$ cat src/rtl/hsab_pkg.sv
package hsab_pkg;

  typedef enum logic [1:0] {
    ACC_IDLE  = 2'd0,
    ACC_READ  = 2'd1,
    ACC_WRITE = 2'd2
  } acc_e;

  typedef enum logic [2:0] {
    TGT_DATA    = 3'd0,
    TGT_TASK    = 3'd1,
    TGT_HILATCH = 3'd2,
    TGT_SPARE   = 3'd3
  } tgt_e;

endpackage

$ cat src/rtl/hsab_strobe_decode.sv
module hsab_strobe_decode
  import hsab_pkg::*;
(
  input  logic clk,
  input  logic rst_n,
  input  logic dev_sel_n,
  input  logic phase_n,
  input  logic host_rw,
  input  logic drive_hit,
  output acc_e acc,
  output logic ior_n,
  output logic iow_n
);

  logic qualified;

  always_comb begin
    qualified = ~dev_sel_n & ~phase_n;
    if (!qualified)   acc = ACC_IDLE;
    else if (host_rw) acc = ACC_READ;
    else              acc = ACC_WRITE;
  end

  always_comb begin
    ior_n = ~((acc == ACC_READ) & drive_hit);
    iow_n = ~((acc == ACC_WRITE) & drive_hit);
  end

  AST_STROBE_EXCLUSIVE: assert property (@(posedge clk) disable iff (!rst_n)
    !(!ior_n && !iow_n));
  AST_IDLE_QUIET: assert property (@(posedge clk) disable iff (!rst_n)
    (dev_sel_n || phase_n) |-> (ior_n && iow_n));
  AST_IOR_DIRECTION: assert property (@(posedge clk) disable iff (!rst_n)
    !ior_n |-> (host_rw && !dev_sel_n && !phase_n));
  AST_IOW_DIRECTION: assert property (@(posedge clk) disable iff (!rst_n)
    !iow_n |-> (!host_rw && !dev_sel_n && !phase_n));

endmodule

$ cat src/rtl/hsab_addr_map.sv
module hsab_addr_map
  import hsab_pkg::*;
#(
  parameter int ADDR_W    = 4,
  parameter int REG_AW    = 3,
  parameter int HI_OFFSET = 8
) (
  input  logic [ADDR_W-1:0] host_addr,
  input  acc_e              acc,
  output logic [REG_AW-1:0] da,
  output tgt_e              tgt,
  output logic              drive_hit,
  output logic              cap_en,
  output logic              hi_wr_en
);

  localparam int                WIN   = 1 << REG_AW;
  localparam logic [ADDR_W-1:0] WIN_L = ADDR_W'(WIN);
  localparam logic [ADDR_W-1:0] HI_L  = ADDR_W'(HI_OFFSET);

  always_comb begin
    da        = host_addr[REG_AW-1:0];
    drive_hit = (host_addr < WIN_L);
    if (drive_hit) begin
      if (da == '0) tgt = TGT_DATA;
      else          tgt = TGT_TASK;
    end else if (host_addr == HI_L) begin
      tgt = TGT_HILATCH;
    end else begin
      tgt = TGT_SPARE;
    end
    cap_en   = (acc == ACC_READ)  && (tgt == TGT_DATA);
    hi_wr_en = (acc == ACC_WRITE) && (tgt == TGT_HILATCH);
  end

endmodule

$ cat src/rtl/hsab_byte_latch.sv
module hsab_byte_latch #(
  parameter int DATA_W = 8
) (
  input  logic              clk,
  input  logic              rst_n,
  input  logic              cap_en,
  input  logic [DATA_W-1:0] cap_byte,
  input  logic              hi_wr_en,
  input  logic [DATA_W-1:0] wr_byte,
  output logic [DATA_W-1:0] hi_q
);

  always_ff @(posedge clk or negedge rst_n) begin
    if (!rst_n)        hi_q <= '0;
    else if (cap_en)   hi_q <= cap_byte;
    else if (hi_wr_en) hi_q <= wr_byte;
  end

  AST_CAPTURE_LOADS: assert property (@(posedge clk) disable iff (!rst_n)
    cap_en |=> (hi_q == $past(cap_byte)));
  AST_HOST_LOADS: assert property (@(posedge clk) disable iff (!rst_n)
    (hi_wr_en && !cap_en) |=> (hi_q == $past(wr_byte)));
  AST_HOLDS_IDLE: assert property (@(posedge clk) disable iff (!rst_n)
    (!hi_wr_en && !cap_en) |=> $stable(hi_q));

endmodule

$ cat src/rtl/hostslot_ata_bridge.sv
module hostslot_ata_bridge
  import hsab_pkg::*;
#(
  parameter int ADDR_W    = 4,
  parameter int REG_AW    = 3,
  parameter int DATA_W    = 8,
  parameter int HI_OFFSET = 8,
  localparam int WORD_W   = 2 * DATA_W
) (
  input  logic              clk,
  input  logic              rst_n,
  input  logic              dev_sel_n,
  input  logic              phase_n,
  input  logic              host_rw,
  input  logic [ADDR_W-1:0] host_addr,
  input  logic [DATA_W-1:0] host_wr_data,
  output logic [DATA_W-1:0] host_rd_data,
  output logic              host_rd_oe,
  output logic              ata_cs_n,
  output logic [REG_AW-1:0] ata_da,
  output logic              ata_ior_n,
  output logic              ata_iow_n,
  input  logic [WORD_W-1:0] ata_din,
  output logic [WORD_W-1:0] ata_dout,
  output logic              ata_dout_oe
);

  acc_e              acc;
  tgt_e              tgt;
  logic              drive_hit;
  logic              cap_en;
  logic              hi_wr_en;
  logic [DATA_W-1:0] hi_q;

  hsab_strobe_decode u_strobe (
    .clk       (clk),
    .rst_n     (rst_n),
    .dev_sel_n (dev_sel_n),
    .phase_n   (phase_n),
    .host_rw   (host_rw),
    .drive_hit (drive_hit),
    .acc       (acc),
    .ior_n     (ata_ior_n),
    .iow_n     (ata_iow_n)
  );

  hsab_addr_map #(
    .ADDR_W    (ADDR_W),
    .REG_AW    (REG_AW),
    .HI_OFFSET (HI_OFFSET)
  ) u_map (
    .host_addr (host_addr),
    .acc       (acc),
    .da        (ata_da),
    .tgt       (tgt),
    .drive_hit (drive_hit),
    .cap_en    (cap_en),
    .hi_wr_en  (hi_wr_en)
  );

  hsab_byte_latch #(
    .DATA_W (DATA_W)
  ) u_latch (
    .clk      (clk),
    .rst_n    (rst_n),
    .cap_en   (cap_en),
    .cap_byte (ata_din[WORD_W-1:DATA_W]),
    .hi_wr_en (hi_wr_en),
    .wr_byte  (host_wr_data),
    .hi_q     (hi_q)
  );

  assign ata_cs_n = dev_sel_n;

  always_comb begin
    host_rd_oe   = (acc == ACC_READ);
    host_rd_data = '0;
    if (host_rd_oe) begin
      unique case (tgt)
        TGT_DATA, TGT_TASK: host_rd_data = ata_din[DATA_W-1:0];
        TGT_HILATCH:        host_rd_data = hi_q;
        default:            host_rd_data = '0;
      endcase
    end
  end

  always_comb begin
    ata_dout_oe = ~ata_iow_n;
    if (tgt == TGT_DATA) ata_dout = {hi_q, host_wr_data};
    else                 ata_dout = {{DATA_W{1'b0}}, host_wr_data};
  end

  AST_OE_ONLY_READ: assert property (@(posedge clk) disable iff (!rst_n)
    host_rd_oe |-> (!dev_sel_n && !phase_n && host_rw));
  AST_QUIET_BUS: assert property (@(posedge clk) disable iff (!rst_n)
    !host_rd_oe |-> (host_rd_data == '0));
  AST_SPARE_NO_STROBE: assert property (@(posedge clk) disable iff (!rst_n)
    host_addr[ADDR_W-1] |-> (ata_ior_n && ata_iow_n));

endmodule

$ cat config.mk
export PLATFORM = sky130hd
export DESIGN_NAME = hostslot_ata_bridge
export DESIGN_NICKNAME = d
export VERILOG_FILES = /design/src/rtl/hsab_pkg.sv /design/src/rtl/hsab_strobe_decode.sv /design/src/rtl/hsab_addr_map.sv /design/src/rtl/hsab_byte_latch.sv /design/src/rtl/hostslot_ata_bridge.sv
export SDC_FILE = /design/constraint.sdc
export NUM_CORES = 1
export LEC_CHECK = 0
export BUFFER_PORTS_ARGS = -buffer_cell sky130_fd_sc_hd__buf_2
export CORE_ASPECT_RATIO = 1.25
export CORE_MARGIN = 2
export CORE_UTILIZATION = 35
export DETAILED_ROUTE_END_ITERATION = 10
export PLACE_DENSITY_LB_ADDON = 0.05
export RECOVER_POWER = 25
export SYNTH_ARGS = -nofsm -noshare
export SYNTH_HDL_FRONTEND = slang
export SYNTH_HIERARCHICAL = 1
export SYNTH_SLANG_ARGS = --single-unit
$ cat constraint.sdc
create_clock -name clk -period 1.2 [get_ports clk]
set_input_delay 0.18 -clock clk [delete_from_list [all_inputs] [get_ports clk]]
set_output_delay 0.18 -clock clk [all_outputs]
set_load 0.1 [all_outputs]
==> flow_metrics.env, run 1 <==
export IMPL_status="finished with violations"
export IMPL_violations="setup timing"
export IMPL_grt_max_degree=18
export IMPL_initial_core_util_pct=37.1
export IMPL_yosysWarnings=6
export IMPL_setup_violations=27
export IMPL_fmax_mhz=629
export IMPL_seqPwrFrac_pct=31.1
export IMPL_switching_share_pct=42.7
export IMPL_std_cell_rows=19
export IMPL_cp_slowest_cell="or3b_4"
export IMPL_htree_levels=1
export IMPL_p_per_area_mw_per_mm2=664
export IMPL_drtIter0Drc=12
export IMPL_post_route_min_period_ns=1.59
export IMPL_synth_top_area_cell="dfrtp_1"
export IMPL_max_cap_violations=0
export IMPL_first_pass_iters=2
export IMPL_dieHeight_um=58.4
export IMPL_synth_cells=96
export IMPL_rsz0062_at_grt="true"
export IMPL_ant_nets=0
export IMPL_routed_via_density=4.70
export IMPL_clk_pin_slew_ns=0.05
export IMPL_grt_overflow_total=0
export IMPL_cts_sinks=8
export IMPL_grt_first_pass_wirelength_um=4000
export IMPL_end_kind="output port"
export IMPL_gr_max_usage_layer="met2"
export IMPL_drc_errors=0
export IMPL_die_w_um=47.5
export IMPL_gr_usage_met2_pct=32.8
export IMPL_port_buffers=64
export IMPL_synth_cell_area_um2=830
export IMPL_use_met3_pct=1.53
export IMPL_p_leak_nw=0.750
export IMPL_cts_buffer_depth=2
export IMPL_post_drt_wl_per_cell_um=14.7
export IMPL_areaGrowthSynthToFinish_pct=120
export IMPL_worst_slack_ns=-0.389
export IMPL_routed_wl_um=2850
export IMPL_layout_nets=198
export IMPL_stdcell_count=194
export IMPL_power_internal_w=0.000694
export IMPL_grt_usage_pct=19.4
export IMPL_clockRootBuffer="clkbuf_4"
export IMPL_largest_reg_flops=8
export IMPL_start_kind="primary input"
export IMPL_synthesis_nets=129
export IMPL_postSynthRegisterBits=8
export IMPL_cts_made_buffers=3
export IMPL_worstSetupPathType="in2out"
export IMPL_num_vias=912
export IMPL_cp_arrival_ns=1.41
export IMPL_cp_num_buf_inv=3
export IMPL_p_switching_w=0.000517
export IMPL_critical_path_cell_chain="buf_8 -> nor3b_4 -> or3b_4 -> buf_12 -> a21oi_4 -> buf_12"
export IMPL_min_path_type="in2reg"
export IMPL_synthTopCellsByArea="dfrtp_1, buf_4, mux2i_1"
export IMPL_utilization_pct=81.6
export IMPL_reg_top3="u_latch/hi_q (8)"
export IMPL_holdWs_ns=0.144
export IMPL_cp_top_family="simple AND/OR/NAND/NOR gates"
export IMPL_required_ns=1.02
export IMPL_worst_path_max_fanout=8
export IMPL_drive_above_1_share_pct=68.7
export IMPL_die_area_mm2=0.00278
export IMPL_finalCritPeriodShare_pct=132
export IMPL_ys_types=22
export IMPL_ys_seq_area_share_pct=24.1
export IMPL_cts_tree="yes"
export IMPL_grt_met1_usage_pct=25.4
export IMPL_clk_latency_ns=0.24
export IMPL_coreArea_mm2=0.00223
export IMPL_hold_viol=0
export IMPL_hpwl_um=1930
export IMPL_grt_pass1_vias=875
export IMPL_finalClockSkew_ns=0
export IMPL_cp_common_cell="buf_12"
export IMPL_placed_cells=185
export IMPL_antenna_diode_count=0
export IMPL_place_congestion=0.743
export IMPL_avgSynthCellArea_um2=8.64
export IMPL_finalMaxSlewViolations=0
export IMPL_ios=65
export IMPL_critical_path_max_stage_delay_ns=0.42
export IMPL_regMostFlops="u_latch/hi_q"
export IMPL_synth_top_area_share_pct=24.1
export IMPL_irDropWorstVdd_mv=0.620
export IMPL_clockPowerShare_pct=16.1
export IMPL_antenna_found_initial=0
export IMPL_pwr_share_comb_pct=52.9
[cells by family (layout without fill, tap and decap cells)]
kind of cell,Yosys count,count (layout),synth area share (%)
and+or+nand+nor,43,44,34.2
buffers and inverters,20,86,18.2
AOI/OAI and AO/OA,16,16,13.3
muxes,8,8,9.65
DFF,8,8,24.1
other,1,1,0.452
[routing by layer]
| layer | vias to the layer above | share of wire, % |
|---|---|---|
| li1 | 448 | - |
| met1 | 422 | 38 |
| met2 | 38 | 55 |
| met3 | 4 | 5.1 |
| met4 | 0 | 1.6 |
| met5 | - | 0 |
[tightest hold or removal path, delay by kind of cell]
family,cells,cell delay [ns]
buffers and inverters,1,0.07
and+or+nand+nor,1,0.04
AOI/OAI and AO/OA,1,0.06
[power groups by stage]
stage,Sequential [W],Combinational [W],Clock (W)
6_report,0.000376,0.000640,0.000194
3_5_place_dp,0.000377,0.000576,0
4_1_cts,0.000373,0.000613,0.000206
2_1_floorplan,0.000364,0.000391,0
3_3_place_gp,0.000371,0.000567,0
5_1_grt,0.000381,0.000669,0.000211
[what timing repair did]
item	in CTS	in global routing
hold buffers	1	0
gates resized for setup	22	9
pin swaps	8	8
setup buffers	1	5
endpoints found under the setup margin	27	27
endpoints found under the hold margin	8	0
gates cloned	1	0
[path summary, 6_finish.rpt]
path	from	to	cells after the start	slack [ns]
max	phase_n	host_rd_data[4]	6	-0.39
min	ata_din[14]	u_latch/hi_q[6]	3	0.14
max reg2reg	u_latch/hi_q[7]	u_latch/hi_q[7]	3	0.35
min reg2reg	u_latch/hi_q[3]	u_latch/hi_q[3]	2	0.59
max in group asynchronous	rst_n	u_latch/hi_q[7]	2	0.53
min in group asynchronous	rst_n	u_latch/hi_q[4]	2	0.38
[cell type report]
class | instances | area (um^2)
Sequential cell | 8 | 200
Fill cell | 164 | 412
Clock buffer | 3 | 22.5
Timing Repair Buffer | 81 | 916
Inverter | 2 | 11.3
Tap cell | 31 | 38.8
Multi-Input combinational cell | 69 | 634
[synthesized netlist by cell type]
cell       count
nand3b_1       8
or3_4          1
nand2b_1       8
and2_1         8
nand2_1        9
nor3_1         2
buf_6          3
o21ai_1        8
nor3b_1        1
or3b_1         1
inv_1          2
a21oi_2        8
nor2b_1        1
nand4bb_1      1
buf_2          1
dfrtp_1        8
nor3_2         1
buf_4         14
or4b_1         1
conb_1         1
mux2i_1        8
nor4b_2        1
[layout by cell type, fill, tap and decap left out, drive strengths merged]
master       synthesis  final
dfrtp                8      8
mux2i                8      8
nand4bb              1      1
nand2b               8      8
clkbuf               0      4
nor4b                1      1
and2                 8      8
nor2b                1      1
a21oi                8      8
nand3b               8      8
nor3                 3      3
dlygate4sd3          0      1
nand2                9      9
nor3b                1      1
or4b                 1      1
or3b                 1      1
buf                 18     79
or3                  1      2
clkinvlp             0      1
o21ai                8      8
inv                  2      1
conb                 1      1
[metrics by stage]
stage          worst slack [ns]  power, W  TNS [ns]  cell area (um^2)
2_1_floorplan            -0.454  0.000754     -7.97               936
3_3_place_gp             -0.412  0.000937     -9.40              1620
3_5_place_dp             -0.457  0.000954    -10.33              1620
4_1_cts                  -0.357   0.00119     -6.22              1770
5_1_grt                  -0.429   0.00126     -7.97              1820
6_report                 -0.389   0.00121     -6.74              1820
(Power assumes the default switching activity.)
==> inputs of run 2 (changes only) <==
--- a/config.mk
+++ b/config.mk
@@ -10,6 +10,7 @@
 export CORE_MARGIN = 2
 export CORE_UTILIZATION = 35
 export DETAILED_ROUTE_END_ITERATION = 10
+export GPL_TIMING_DRIVEN = 0
 export PLACE_DENSITY_LB_ADDON = 0.05
 export RECOVER_POWER = 25
 export SYNTH_ARGS = -nofsm -noshare
==> flow_metrics.env, run 2 (synthesis gave the netlist of run 1 again) <==
export IMPL_reg_top3="u_latch/hi_q (8)"
export IMPL_antenna_diode_count=0
export IMPL_stdcell_count=206
export IMPL_violations="setup timing"
export IMPL_reg2reg_depth=2
export IMPL_cp_slowest_cell="or3b_4"
export IMPL_clockRootBuffer="clkbuf_4"
export IMPL_min_path_type="in2reg"
export IMPL_finalMaxSlewViolations=0
export IMPL_max_cap_violations=0
export IMPL_hpwl_um=1800
export IMPL_cp_arrival_ns=1.40
export IMPL_clockPowerShare_pct=17.0
export IMPL_largest_reg_flops=8
export IMPL_dieHeight_um=58.4
export IMPL_areaGrowthSynthToFinish_pct=119
export IMPL_die_w_um=47.5
export IMPL_grt_overflow_total=0
export IMPL_cts_made_buffers=3
export IMPL_critical_path_cell_chain="buf_8 -> nor3b_4 -> or3b_4 -> buf_12 -> a21oi_4 -> buf_12"
export IMPL_required_ns=1.02
export IMPL_ios=65
export IMPL_final_common_cell="buf_2"
export IMPL_p_switching_w=0.000521
export IMPL_worst_path_max_fanout=8
export IMPL_hold_viol=0
export IMPL_power_internal_w=0.000664
export IMPL_fmax_mhz=632
export IMPL_cp_common_cell="buf_12"
export IMPL_p_leak_nw=0.772
export IMPL_critical_path_max_stage_delay_ns=0.41
export IMPL_layout_nets=210
export IMPL_die_area_mm2=0.00278
export IMPL_pwr_share_comb_pct=50.5
export IMPL_p_per_area_mw_per_mm2=654
export IMPL_worst_path_stages=6
export IMPL_grt_first_pass_wirelength_um=4200
export IMPL_antenna_found_initial=0
export IMPL_coreArea_mm2=0.00223
export IMPL_cp_num_buf_inv=3
export IMPL_htree_levels=1
export IMPL_seqPwrFrac_pct=32.4
export IMPL_ant_nets=0
export IMPL_worstSetupPathType="in2out"
export IMPL_rsz0062_at_grt="true"
export IMPL_grt_pass1_vias=888
export IMPL_routed_wl_um=3020
export IMPL_cts_buffer_depth=2
export IMPL_place_congestion=0.758
export IMPL_clk_latency_ns=0.25
export IMPL_setup_tns_final_ns=-7.63
export IMPL_drc_errors=0
export IMPL_drive_above_1_share_pct=74.9
export IMPL_end_kind="output port"
export IMPL_grt_usage_pct=21.6
export IMPL_initial_core_util_pct=37.1
export IMPL_cts_sinks=8
export IMPL_num_vias=986
export IMPL_post_route_min_period_ns=1.58
export IMPL_p_total_w=0.00118
export IMPL_finalClockSkew_ns=0
export IMPL_clk_pin_slew_ns=0.05
export IMPL_worst_slack_ns=-0.382
export IMPL_routed_via_density=4.79
export IMPL_start_kind="primary input"
export IMPL_std_cell_rows=19
export IMPL_port_buffers=64
export IMPL_placed_cells=191
export IMPL_irDropWorstVdd_mv=0.560
export IMPL_grt_max_degree=11
export IMPL_final_cell_mix="buf_2, buf_4, buf_12"
export IMPL_setup_violations=27
export IMPL_first_pass_iters=4
export IMPL_cts_tree="yes"
export IMPL_post_drt_wl_per_cell_um=14.6
export IMPL_regMostFlops="u_latch/hi_q"
export IMPL_cp_top_family="simple AND/OR/NAND/NOR gates"
export IMPL_switching_share_pct=43.9
export IMPL_finalCritPeriodShare_pct=132
export IMPL_drtIter0Drc=12
export IMPL_whs_path_depth=3
export IMPL_status="finished with violations"
## run 2: cell count changes in the layout (fill, tap and decap cells not counted), sizes merged
cell,change
buf,+12
## run 2: what timing repair did
action / in CTS / in global routing
hold buffers: 1 / 0
setup buffers: 5 / 4
gates cloned: 1 / 1
endpoints found under the setup margin: 27 / 27
gates resized for setup: 92 / 20
endpoints found under the hold margin: 8 / 0
pin swaps: 4 / 7
## run 2: power by group through the flow
stage | clock [W] | combinational, W | sequential (W)
global route | 0.000234 | 0.000624 | 0.000393
global placement | 0 | 0.000488 | 0.000380
CTS | 0.000210 | 0.000559 | 0.000380
floorplan | 0 | 0.000391 | 0.000364
finish | 0.000202 | 0.000599 | 0.000384
detailed placement | 0 | 0.000496 | 0.000384
## run 2: per-layer routing
metal  vias to the layer above  share of wire, %  global-route usage [%]
li1                        478                 -                       -
met2                        49                56                    37.3
met1                       451                37                    26.1
met3                         8               4.9                    2.15
met5                         -                 0                       0
met4                         0               2.6                    9.27
## run 2: worst reg2reg max path, stage by stage (launching register included)
cell,delay [ns]
dfrtp_1,0.41
mux2i_1,0.19
o21ai_2,0.07
## run 2: cell type report
class                      instances  area, um^2
buffer                            18         153
inverter                           2        11.3
fill                             145         422
multi-input combinational         69         643
clock buffer                       3        22.5
timing repair buffer              75         744
sequential                         8         200
tap                               31        38.8
## run 2: metrics by stage
stage / instance area (um^2) / util (%) / worst slack (ns) / hold slack [ns]
final: 1810 / 81.1 / -0.382 / 0.135
after global routing: 1810 / 81.1 / -0.428 / 0.123
after CTS: 1710 / 76.5 / -0.373 / 0.130
after detailed placement: 1290 / 58.0 / -0.672 / 0.0284
after global placement: 1290 / 58.0 / -0.614 / 0.0329
after floorplan: 936 / - / -0.454 / -0.116
## run 2: worst paths after layout
kind | start | to | slack, ns
setup / recovery | phase_n | host_rd_data[0] | -0.38
hold / removal | ata_din[12] | u_latch/hi_q[4] | 0.14
setup reg to reg | u_latch/hi_q[2] | u_latch/hi_q[2] | 0.42
hold reg to reg | u_latch/hi_q[5] | u_latch/hi_q[5] | 0.60
max in group asynchronous | rst_n | u_latch/hi_q[0] | 0.55
min in group asynchronous | rst_n | u_latch/hi_q[7] | 0.36
